--- config.mk ---
export PLATFORM = sky130hd
export DESIGN_NAME = ctl_read_seq
export DESIGN_NICKNAME = d
export VERILOG_FILES = /design/src/rtl/ctlrd_pkg.sv /design/src/rtl/ctlrd_plan.sv /design/src/rtl/ctlrd_pktlen.sv /design/src/rtl/ctl_read_seq.sv
export SDC_FILE = /design/constraint.sdc
export NUM_CORES = 1
export LEC_CHECK = 0
export ABC_AREA = 1
export BUFFER_PORTS_ARGS = -buffer_cell sky130_fd_sc_hd__buf_2
export CAP_MARGIN = 20
export CELL_PAD_IN_SITES_DETAIL_PLACEMENT = 0
export CELL_PAD_IN_SITES_GLOBAL_PLACEMENT = 2
export CORE_MARGIN = 4
export CORE_UTILIZATION = 34
export DETAILED_ROUTE_END_ITERATION = 10
export GPL_ROUTABILITY_DRIVEN = 1
export PLACE_DENSITY = 0.92
export SLEW_MARGIN = 15
export SYNTH_ARGS = -nofsm -noshare
export SYNTH_HDL_FRONTEND = slang
export SYNTH_SLANG_ARGS = --single-unit
--- constraint.sdc ---
create_clock -name clk -period 9 [get_ports clk]
set_clock_uncertainty 0.1 [all_clocks]
set_input_delay 1.35 -clock clk [delete_from_list [all_inputs] [get_ports clk]]
set_output_delay 1.35 -clock clk [all_outputs]
set_load 0.05 [all_outputs]
--- src/rtl/ctlrd_pkg.sv ---
package ctlrd_pkg;
    typedef enum logic [1:0] {
        ST_IDLE   = 2'd0,
        ST_DATA   = 2'd1,
        ST_STATUS = 2'd2
    } ctlrd_st_e;
endpackage

--- src/rtl/ctlrd_plan.sv ---
// Works out the byte total for a new stage and whether it ends with a zero-length packet.
module ctlrd_plan #(
    parameter int LEN_W    = 16,
    parameter int SEL_W    = 2,
    parameter int BASE_LOG = 3
) (
    input  logic [LEN_W-1:0] req_len,
    input  logic [LEN_W-1:0] avail_len,
    input  logic [SEL_W-1:0] sel,
    output logic [LEN_W-1:0] total,
    output logic             zlp_need
);
    logic [LEN_W-1:0] low_mask;

    always_comb begin
        total = (req_len < avail_len) ? req_len : avail_len;
        for (int i = 0; i < LEN_W; i++) begin
            low_mask[i] = (i < (BASE_LOG + int'(sel)));
        end
        zlp_need = (total < req_len) && ((total & low_mask) == '0);
    end
endmodule

--- src/rtl/ctlrd_pktlen.sv ---
// Length of the next packet and whether it is shorter than the packet size.
module ctlrd_pktlen #(
    parameter int LEN_W    = 16,
    parameter int SEL_W    = 2,
    parameter int BASE_LOG = 3,
    localparam int MAX_LOG = BASE_LOG + (1 << SEL_W) - 1,
    localparam int PL_W    = MAX_LOG + 1
) (
    input  logic [LEN_W-1:0] rem,
    input  logic [SEL_W-1:0] sel,
    output logic [PL_W-1:0]  len,
    output logic             is_short
);
    logic [LEN_W-1:0] mps_ext;

    always_comb begin
        mps_ext  = LEN_W'(1) << (BASE_LOG + int'(sel));
        is_short = rem < mps_ext;
        len      = is_short ? rem[PL_W-1:0] : mps_ext[PL_W-1:0];
    end
endmodule

--- src/rtl/ctl_read_seq.sv ---
module ctl_read_seq #(
    parameter int LEN_W    = 16,
    parameter int SEL_W    = 2,
    parameter int BASE_LOG = 3,
    localparam int MAX_LOG = BASE_LOG + (1 << SEL_W) - 1,
    localparam int PL_W    = MAX_LOG + 1
) (
    input  logic             clk,
    input  logic             rst_n,
    input  logic             setup_i,
    input  logic [LEN_W-1:0] req_len_i,
    input  logic [LEN_W-1:0] avail_len_i,
    input  logic [SEL_W-1:0] mps_sel_i,
    input  logic             in_tok_i,
    input  logic             ack_i,
    input  logic             out_tok_i,
    output logic             resp_data_o,
    output logic             resp_stall_o,
    output logic [PL_W-1:0]  pkt_len_o,
    output logic             data_stage_o,
    output logic             status_stage_o
);
    import ctlrd_pkg::*;

    typedef struct packed {
        ctlrd_st_e        st;
        logic [LEN_W-1:0] rem;
        logic             zlp;
        logic             pend;
        logic [SEL_W-1:0] sel;
    } seq_t;

    seq_t q, d;

    logic [LEN_W-1:0] plan_total;
    logic             plan_zlp;
    logic [PL_W-1:0]  cur_len;
    logic             cur_short;
    logic [LEN_W-1:0] cur_len_ext;

    ctlrd_plan #(.LEN_W(LEN_W), .SEL_W(SEL_W), .BASE_LOG(BASE_LOG)) u_plan (
        .req_len  (req_len_i),
        .avail_len(avail_len_i),
        .sel      (mps_sel_i),
        .total    (plan_total),
        .zlp_need (plan_zlp)
    );

    ctlrd_pktlen #(.LEN_W(LEN_W), .SEL_W(SEL_W), .BASE_LOG(BASE_LOG)) u_len (
        .rem     (q.rem),
        .sel     (q.sel),
        .len     (cur_len),
        .is_short(cur_short)
    );

    assign cur_len_ext = {{(LEN_W-PL_W){1'b0}}, cur_len};

    always_comb begin
        d = q;
        if (setup_i) begin
            d.sel  = mps_sel_i;
            d.rem  = plan_total;
            d.zlp  = plan_zlp;
            d.pend = 1'b0;
            d.st   = (plan_total == '0 && !plan_zlp) ? ST_STATUS : ST_DATA;
        end else if (q.st == ST_DATA) begin
            if (out_tok_i) begin
                d.st   = ST_STATUS;
                d.pend = 1'b0;
            end else if (ack_i && q.pend) begin
                d.rem  = q.rem - cur_len_ext;
                d.pend = 1'b0;
                if (cur_short || (q.rem == cur_len_ext && !q.zlp)) begin
                    d.st = ST_STATUS;
                end
            end else if (in_tok_i) begin
                d.pend = 1'b1;
            end
        end
    end

    always_ff @(posedge clk or negedge rst_n) begin
        if (!rst_n) begin
            q <= '{st: ST_IDLE, rem: '0, zlp: 1'b0, pend: 1'b0, sel: '0};
        end else begin
            q <= d;
        end
    end

    assign resp_data_o    = in_tok_i && (q.st == ST_DATA);
    assign resp_stall_o   = in_tok_i && (q.st != ST_DATA);
    assign pkt_len_o      = cur_len;
    assign data_stage_o   = (q.st == ST_DATA);
    assign status_stage_o = (q.st == ST_STATUS);

    assert_len_within_mps_R2: assert property (@(posedge clk) disable iff (!rst_n)
        data_stage_o |-> (int'(pkt_len_o) <= (1 << (BASE_LOG + int'(q.sel)))));

    assert_rem_hold_no_ack_R3: assert property (@(posedge clk) disable iff (!rst_n)
        (!setup_i && !(ack_i && q.pend)) |=> $stable(q.rem));

    assert_rem_no_grow_R3: assert property (@(posedge clk) disable iff (!rst_n)
        (q.st == ST_DATA && !setup_i) |=> (q.rem <= $past(q.rem)));

    assert_zlp_only_when_owed_R6: assert property (@(posedge clk) disable iff (!rst_n)
        (data_stage_o && pkt_len_o == '0) |-> q.zlp);

    assert_stall_after_done_R7: assert property (@(posedge clk) disable iff (!rst_n)
        (status_stage_o && in_tok_i) |-> (resp_stall_o && !resp_data_o));

    assert_stay_in_data_R8: assert property (@(posedge clk) disable iff (!rst_n)
        (q.st == ST_DATA && !setup_i && !out_tok_i && !ack_i) |=> data_stage_o);
endmodule

==> results of run 1 <==
==> cell families (layout without fill, tap and decap cells) <==
group | Yosys count | after routing | synth area share (%)
xor+xnor | 1 | 1 | 0.283
flops | 22 | 22 | 17.8
buf+inv | 102 | 148 | 13.2
compound gates | 72 | 72 | 14.1
other cells | 1 | 3 | 0.121
fa+ha+maj | 46 | 46 | 18.9
simple gates | 232 | 232 | 35.6
==> Yosys cell counts (2+ instances only) <==
cell,count,area [um2]
sky130_fd_sc_hd__nand2_1,135,507
sky130_fd_sc_hd__inv_1,89,334
sky130_fd_sc_hd__ha_1,45,563
sky130_fd_sc_hd__nor2_1,33,124
sky130_fd_sc_hd__nand3_1,30,150
sky130_fd_sc_hd__a21oi_1,22,110
sky130_fd_sc_hd__dfrtp_1,22,551
sky130_fd_sc_hd__o21ai_0,16,80.1
sky130_fd_sc_hd__o21ai_1,8,40.0
sky130_fd_sc_hd__nand4_1,7,43.8
sky130_fd_sc_hd__o21a_1,6,45.0
sky130_fd_sc_hd__clkbuf_1,5,18.8
sky130_fd_sc_hd__nand2_2,4,25.0
sky130_fd_sc_hd__nand3_4,4,70.1
sky130_fd_sc_hd__nor3_1,4,20.0
sky130_fd_sc_hd__nor4_1,4,25.0
sky130_fd_sc_hd__o21ai_2,4,35.0
sky130_fd_sc_hd__o221ai_1,4,35.0
sky130_fd_sc_hd__buf_6,3,33.8
sky130_fd_sc_hd__inv_2,3,11.3
sky130_fd_sc_hd__nand2_4,3,33.8
sky130_fd_sc_hd__o22ai_1,3,18.8
sky130_fd_sc_hd__nand3_2,2,20.0
sky130_fd_sc_hd__nand4_4,2,42.5
sky130_fd_sc_hd__nor2_4,2,22.5
sky130_fd_sc_hd__o211ai_1,2,15.0
==> final cells by class <==
cell class,count,area (um2),share of cell area (%)
sequential,22,551,15.7
tap,108,135,3.86
timing repair buffer,51,258,7.35
inverter,93,350,10.0
clock buffer,3,41.3,1.18
clock inverter,1,30.0,0.857
multi-input combinational,354,2140,61.0
==> how the worst min path moves through the flow <==
stage / depth (start not counted) / endpoint / startpoint / slack [ns]
2_1_floorplan: 2 / q[3] / q[3] / 0.35
3_3_place_gp: 2 / q[4] / q[4] / 0.37
3_5_place_dp: 2 / q[3] / q[3] / 0.38
4_1_cts: 2 / q[4] / q[4] / 0.41
5_1_grt: 2 / q[4] / q[4] / 0.44
6_report: 2 / q[3] / q[3] / 0.40
==> placed cells by master (no fill, tap or decap), types with 2 or more instances in the layout <==
cell type                  count
sky130_fd_sc_hd__nand4_1       7
sky130_fd_sc_hd__o21ai_1       8
sky130_fd_sc_hd__o21ai_2       4
sky130_fd_sc_hd__ha_1         45
sky130_fd_sc_hd__nand3_1      30
sky130_fd_sc_hd__nor2_1       33
sky130_fd_sc_hd__nor2_4        2
sky130_fd_sc_hd__o221ai_1      4
sky130_fd_sc_hd__dfrtp_1      22
sky130_fd_sc_hd__nor4_1        4
sky130_fd_sc_hd__nand4_4       2
sky130_fd_sc_hd__conb_1        3
sky130_fd_sc_hd__o211ai_1      2
sky130_fd_sc_hd__clkbuf_8      3
sky130_fd_sc_hd__nand3_2       2
sky130_fd_sc_hd__o22ai_1       3
sky130_fd_sc_hd__buf_2        50
sky130_fd_sc_hd__nand3_4       4
sky130_fd_sc_hd__nand2_4       3
sky130_fd_sc_hd__nand2_2       4
sky130_fd_sc_hd__nand2_1     135
sky130_fd_sc_hd__inv_2         3
sky130_fd_sc_hd__o21a_1        6
sky130_fd_sc_hd__nor3_1        4
sky130_fd_sc_hd__inv_1        89
sky130_fd_sc_hd__o21ai_0      16
sky130_fd_sc_hd__a21oi_1      22
==> metrics by stage <==
step	instances	total power, uW	hold WS (ns)	area (um2)	worst slack, ns
after floorplan	478	316	0.353	3100	4.60
final	632	470	0.402	3500	4.78
after global routing	632	516	0.437	3500	4.57
after global placement	628	370	0.374	3430	4.76
after detailed placement	628	375	0.385	3430	4.72
after CTS	632	475	0.406	3500	4.75
==> metal layers <==
metal / part of all wire [%] / global-route usage (%)
met2: 47 / 27.1
met4: 1.9 / 4.78
met5: 0 / 0
met3: 4.3 / 1.48
met1: 47 / 20.8
==> critical path, cell delays in order, from the launching register on <==
cell,delay (ns)
sky130_fd_sc_hd__dfrtp_1,0.44
sky130_fd_sc_hd__nor2_1,0.28
sky130_fd_sc_hd__inv_1,0.14
sky130_fd_sc_hd__ha_1,0.31
sky130_fd_sc_hd__a21oi_1,0.15
sky130_fd_sc_hd__nor2_1,0.05
sky130_fd_sc_hd__a21oi_1,0.21
sky130_fd_sc_hd__nand3_4,0.27
sky130_fd_sc_hd__nor2_1,0.32
sky130_fd_sc_hd__buf_2,0.32
==> power by group through the flow <==
| stage | logic, uW | clock network, uW | registers (uW) |
|---|---|---|---|
| finish | 243 | 98.2 | 128 |
| global route | 281 | 104 | 131 |
| CTS | 246 | 100 | 128 |
| detailed placement | 245 | 0 | 130 |
| global placement | 241 | 0 | 129 |
| floorplan | 191 | 0 | 125 |
==> results.md, run 1 <==
- The part of the total power dissipated in combinational logic is about half.
- The final hold violation count is 0.
- In this run the worst setup path begins at q[0].
- The clock latency on the worst-skew pair is approximately 0.28 ns.
- The remaining global-route overflow is 0.
- The highest fanout seen on the critical path is 17.
- The clock sink count is 22.
- After synthesis the cells add up to 3090 um2.
- For this run, the share of the core covered by cells in the final layout is 40.0%.
- The residual DRC count is 0.
- The number of detailed-route iterations in the first pass is 4.
- STA classifies the critical path startpoint as a register.
- The vias per cell is around 4.8.
- The initial antenna violation count is 0.
- The half-perimeter wire length after placement is about 6800 um.
- After clock tree synthesis, the clock-pin slew on the worst setup and hold paths is around 0.09 ns.
- The width of the die is about 100 um.
- The count of pins over their slew limit is 0.
- The post-synthesis async set-or-reset flop share is 100%.
- The run finished with clean final reports.
- Derived from the worst setup path, the maximum achievable clock frequency is around 240 MHz.
- The post-route setup TNS is 0 ns.
- The number of rows in the core area is 34.
- Dividing total power by cell area gives a power density of 134 nW/um2.
- Setup repair after global routing left no endpoint under its margin.
- After layout, the worst path uses between 40% and 50% of the clock period.
- The end of the critical path is pkt_len_o[1].
- The switching share of power is between 40% and 50%.
- The number of cells on the worst reg-to-reg path is 20.
- Across the run, the number of max-cap violations was 0.
- A synthesized cell averages between 6 and 7 um2.
- The number of post-CTS setup repair buffers is 0.
- In this run the critical register-to-register path is captured at q[17].
- The starting density of the core is roughly a third.
- The most used flip-flop cell after synthesis is sky130_fd_sc_hd__dfrtp_1.
- The count of mapped cells out of synthesis is ~480.
- The part of the total power dissipated in sequential elements is a little over a quarter.
- Data on the critical path is required at its endpoint by 7.55 ns.
- The startpoint identified for the worst register-to-register timing path is q[0].
- The hold-fix buffer count after cts is 0.
- No sink is reached through more buffers than the 2 on the longest clock path.
- The number of cells upsized or downsized after cts is 0.
- Cells with a size suffix above 1 make up between 15 and 20% of the layout.
- The leakage power of the design is approximately 0.002 uW.
- After synthesis the netlist holds a flip-flop and latch count of 22.
- The total number of vias is slightly above 3000.
- The final antenna diode count is 0.
- The clock network fraction of design power is 20.9%.
- The register with the most flip-flops is q.
- The number of flip-flops in the largest register is 22.
- The total die area is around 11000 um2.
- The setup-violating endpoint count in the final report is 0.
- In this run, synthesis inferred 0 flip-flops with an integrated enable.
- The region available for standard cell placement spans 8760 um2.
- The data arrival time of the critical path is around 2.8 ns.
- The clock tree from TritonCTS is done.
- The netlist uses 40 different library cells.
- The measured slew at the worst slew-check pin is 0.551 ns.
- The worst-case IR drop observed on VDD is 56.2 uV.
- The post-synthesis sequential area ratio is approximately 18%.
- The detail route stage leaves a number of antenna-violating nets equal to 0.
- The detailed router finished its first iteration with approximately 120 violations.
- After detailed routing, the total wire length is roughly 7900 um.
- The worst register-to-register path has a setup slack of approximately 5.3 ns.
- The number of fill cells is 958.
- Entering global routing, the biggest net connects 34 pins.
- The area growth from synthesis to layout is 13.4%.
- During I/O placement, the number of pins put on the boundary was around 50.
- The total CTS buffers is 3.
- The cell internal power dissipation is 255 uW.
- The post-route minimum period is 4.22 ns.
- The path type of the worst setup path is register to output pin.
- In the final routed layout, each cell accounts on average for approximately 13 um.
- The number of port buffers is 50.
- The worst setup path is captured at an output pin.
- For this design the total switching power over the nets is approximately 210 uW.
- The first-pass GRT wire length is 13400 um.
- The overall track demand over capacity in global routing is around 16%.
- The max-slew headroom at the worst pin is a little over three fifths.
- The die span in y is between 100 and 150 um.
- The CTS H-tree depth is 1.
- The via count of the first global-routing pass is around 2900.
- The routability congestion estimate is between 0.8 and 0.9.
- The worst hold-check path type is register to register.
- The net count of the finished layout is about 610.
- For this run, the number of Yosys warnings is 0.
- The largest registers in the layout are q (22).
- The clock root buffer is sky130_fd_sc_hd__clkbuf_8.
Power figures use the tool's default switching activity.
==> run 2: changes to the inputs <==
--- a/config.mk
+++ b/config.mk
@@ -5,16 +5,16 @@
 export SDC_FILE = /design/constraint.sdc
 export NUM_CORES = 1
 export LEC_CHECK = 0
-export ABC_AREA = 1
+export ABC_AREA = 0
 export BUFFER_PORTS_ARGS = -buffer_cell sky130_fd_sc_hd__buf_2
 export CAP_MARGIN = 20
 export CELL_PAD_IN_SITES_DETAIL_PLACEMENT = 0
 export CELL_PAD_IN_SITES_GLOBAL_PLACEMENT = 2
 export CORE_MARGIN = 4
-export CORE_UTILIZATION = 34
+export CORE_UTILIZATION = 30
 export DETAILED_ROUTE_END_ITERATION = 10
 export GPL_ROUTABILITY_DRIVEN = 1
-export PLACE_DENSITY = 0.92
+export PLACE_DENSITY = 0.82
 export SLEW_MARGIN = 15
 export SYNTH_ARGS = -nofsm -noshare
 export SYNTH_HDL_FRONTEND = slang
==> constraint.sdc (replaced) <==
create_clock -name clk -period 3.85 [get_ports clk]
set_clock_uncertainty 0.1 [all_clocks]
set_input_delay 0.5775 -clock clk [delete_from_list [all_inputs] [get_ports clk]]
set_output_delay 0.5775 -clock clk [all_outputs]
set_load 0.05 [all_outputs]
==> results.md, run 2 <==
- In the post-synthesis netlist, the biggest area contributors are sky130_fd_sc_hd__ha_1, sky130_fd_sc_hd__dfrtp_1, sky130_fd_sc_hd__nand2_1.
- The violation count after the first detailed-route iteration is 105 (-15%).
- Setup repair after global routing could not meet its margin everywhere.
- The total number of vias was 3196 (+5.8%).
- The number of port buffers is 50 (unchanged).
- TritonCTS built the clock tree.
- The power density over the cells is 257 nW/um2 (+92%).
- The mean area per synthesized cell came to 7.57 um2 (+17%).
- The flow ran to the end, and the final reports show no timing, DRC or antenna violations.
- The placeable core area came to 9730 um2 (+11%).
- The data arrival time of the critical path was 3.84 ns (+1.07 ns).
- The die span in y is 108 um (+4.3%).
- Leaving out fill and tap cells, the most frequent cell in the layout is sky130_fd_sc_hd__buf_4.
- The number of synthesized flops with an enable pin is 0 (unchanged).
- The worst setup path is captured at a register.
- The vias per cell is 4.81 (+0.69%).
- The met2 layer wire length in the routed design is 4440 um (+19%).
- The number of synthesized register bits is 22 (unchanged).
- The detailed-route wire length on metal 1 came to 4180 um (+12%).
- The count of pins over their slew limit is 0 (unchanged).
- The top cell type by total area after synthesis is sky130_fd_sc_hd__ha_1.
- The CTS H-tree depth was 1 (unchanged).
- Compared with the post-synthesis result, the final layout area differs by 51.2%.
- The clock-pin slew reported for the worst setup and hold paths after clock tree synthesis is 0.07 ns (-0.02 ns).
- The required time reported for the critical path endpoint is 3.90 ns (-3.65 ns).
- The measured slew at the worst slew-check pin is 0.587 ns (+0.0360 ns).
- The initial antenna violation count was 0 (unchanged).
- In this run the top signal layer used is met4.
- The final antenna diode count is 0 (unchanged).
- The register with the most flip-flops is q.
- The post-synthesis async set-or-reset flop share is 100% (unchanged).
- Among all cell types in the netlist, the one instantiated most often is sky130_fd_sc_hd__nand2_1.
- The count of mapped cells out of synthesis is 395 (-17%).
- The maximum number of pins on one net before global-route repair is 37 (+8.8%).
- The distinct cell type count after synthesis was 58 (+45%).
- The half-perimeter wire length after placement is 7360 um (+8.4%).
- The maximum buffer depth of the clock tree is 2 (unchanged).
- The routability congestion estimate was 0.859 (about the same).
- The first-pass GRT wire length is 15100 um (+12%).
- The path type of the worst setup path is input port to register.
- The worst-case vdd ir drop is 109 uV (+95%).
- The final hold violation count is 0 (unchanged).
- The area share of the largest cell type after synthesis is 18.8% (+0.62 points).
- The post-detailed-route wirelength per cell was 13.5 um (+7.3%).
- The number of rows in the core area is 36 (+5.9%).
- The number of I/O pins was 51 (unchanged).
- The number of nets with antenna violations after detailed routing is 0 (unchanged).
- The number of flip-flops in the largest register is 22 (unchanged).
- The post-route setup TNS is 0 ns (unchanged).
- The overall track demand over capacity in global routing is 15.6% (-0.14 points).
- The number of violations of the max-capacitance limit is 0 (unchanged).
- The clock latency on the worst-skew pair is 0.25 ns (-0.03 ns).
- The count of placed standard cells including taps was 646 (+2.9%).
- The met3 wirelength from detailed routing was 180 um (-47%).
- The cell area after technology mapping is 2990 um2 (-3.3%).
- The critical path startpoint category is an input port.
- The post-synthesis sequential area ratio is 18.4% (+0.60 points).
- The remaining global-route overflow is 0 (unchanged).
- The post-route minimum period is roughly 3.8 ns.
- The main flop type after synthesis is sky130_fd_sc_hd__dfrtp_1.
- The total wire length is 8950 um (+13%).
- The number of nets in the final layout is 619 (+1.3%).
- The proportion of layout cells with a drive suffix above 1 was 40.1% (+24 points).
- The leakage power of the design is 0.00212 uW (+8.2%).
- By count the netlist is led by sky130_fd_sc_hd__nand2_1, sky130_fd_sc_hd__inv_1, sky130_fd_sc_hd__ha_1, sky130_fd_sc_hd__o21ai_0, sky130_fd_sc_hd__nor2_1.
- The residual DRC count was 0 (unchanged).
- The number of detailed-route iterations in the first pass is 4 (unchanged).
- The count of yosys warnings during synthesis was 0 (unchanged).
- The min-delay analysis places its worst path in the category input port to asynchronous set/reset pin.
- The via count of the first global-routing pass is 3342 (+14%).
- The max-slew headroom at the worst pin was 60.9% (-2.4 points).
- Dividing the final minimum period by the clock period gives between 90% and 100%.
- The starting density of the core came to 30.7% (-4.5 points).
- The width of the die is 108 um (+4.3%).
- In the final layout, the registers with the most flip-flops are q (22).
- The number of standard cells in the final layout excluding fillers is 664 (+5.1%).
- The total die area is 11600 um2 (+8.9%).
- The setup-violating endpoint count in the final report was 0 (unchanged).
- The total CTS buffers came to 3 (unchanged).
- The tree is rooted in a sky130_fd_sc_hd__clkbuf_8.
- For this run, the top clock speed supported by timing is 264 MHz.
- In the layout the commonest cells are sky130_fd_sc_hd__buf_4, sky130_fd_sc_hd__nand2_1, sky130_fd_sc_hd__buf_2.
- The clock sink count is 22 (unchanged).
- The final cell utilization of the core is 46.4% (+6.4 points).
- The highest fanout seen on the critical path is 6 (-11).
==> run 2: changes by cell type after synthesis, sizes merged, moves of 6 or more <==
cell and change:
inv -41, a21o +6, nor2 -13, xnor2 +6, nor4 +8, or4 +6, o21ai +11, nand2b +7
nand2 -88, mux2i +7, nand3 -33
==> run 2: metal layers <==
layer / vias up / track usage (%)
met5: - / 0
met4: 0 / 3.52
met3: 12 / 0.840
met2: 53 / 28.0
met1: 1451 / 20.5
li1: 1680 / -
==> run 2: area by class of cell <==
cell class                      instances  area, um2
Timing Repair Buffer                  144       1060
Tap cell                              133        166
Fill cell                            1000       5210
Sequential cell                        22        553
Inverter                               51        203
Clock buffer                            3       41.3
Multi-Input combinational cell        311       2500
==> run 2: final timing paths <==
check | from | endpoint | slack, ns | depth (start not counted)
setup / recovery | req_len_i[9] | q[21] | 0.06 | 17
max in group asynchronous | rst_n | q[0] | 3.10 | 1
min in group clk | q[3] | q[3] | 0.42 | 2
setup reg to reg | q[15] | q[14] | 0.08 | 14
hold / removal | rst_n | q[18] | 0.18 | 1
hold reg to reg | q[3] | q[3] | 0.42 | 2
==> run 2: cell families after synthesis <==
| kind of cell | after synthesis | synth area share (%) |
|---|---|---|
| simple gates | 133 | 22.3 |
| xor+xnor | 12 | 3.52 |
| other cells | 1 | 0.125 |
| flops | 22 | 18.4 |
| mux | 10 | 3.47 |
| fa+ha+maj | 46 | 19.5 |
| compound gates | 107 | 24.6 |
| buf+inv | 64 | 8.08 |
==> run 2: stage by stage <==
step | total power [uW] | instance area (um2) | hold WS (ns) | worst slack (ns)
4_1_cts | 1120 | 4220 | 0.195 | -0.00756
2_1_floorplan | 687 | 3140 | 0.182 | -0.304
5_1_grt | 1270 | 4520 | 0.209 | -0.0786
3_5_place_dp | 954 | 4090 | 0.426 | -0.285
3_3_place_gp | 944 | 4090 | 0.434 | -0.192
6_report | 1160 | 4520 | 0.184 | 0.0582
==> run 2: critical path: stages <==
cell	delay, ns
sky130_fd_sc_hd__buf_2	0.12
sky130_fd_sc_hd__ha_4	0.26
sky130_fd_sc_hd__nand4_1	0.10
sky130_fd_sc_hd__or4_1	0.54
sky130_fd_sc_hd__o211ai_1	0.26
sky130_fd_sc_hd__buf_4	0.22
sky130_fd_sc_hd__mux2i_2	0.24
sky130_fd_sc_hd__inv_1	0.09
sky130_fd_sc_hd__ha_4	0.22
sky130_fd_sc_hd__a21oi_2	0.11
sky130_fd_sc_hd__o21a_1	0.13
sky130_fd_sc_hd__o221ai_2	0.13
sky130_fd_sc_hd__a211oi_2	0.21
sky130_fd_sc_hd__mux2i_1	0.10
sky130_fd_sc_hd__nor4_1	0.23
sky130_fd_sc_hd__o21ai_1	0.14
sky130_fd_sc_hd__and3_1	0.16
==> run 2: power breakdown <==
group	leakage, uW	switching, uW	internal, uW	total, uW
sequential	0.000266	27.2	261	288
clock	0.0000216	65.4	69.5	135
combinational	0.00183	389	351	739
==> run 2: what timing repair did <==
item,in CTS,in global routing
pin swaps,5,27
resized for setup,9,58
gates cloned,2,0
hold buffers,0,0
endpoints found under the setup margin,11,15
setup buffers,2,11
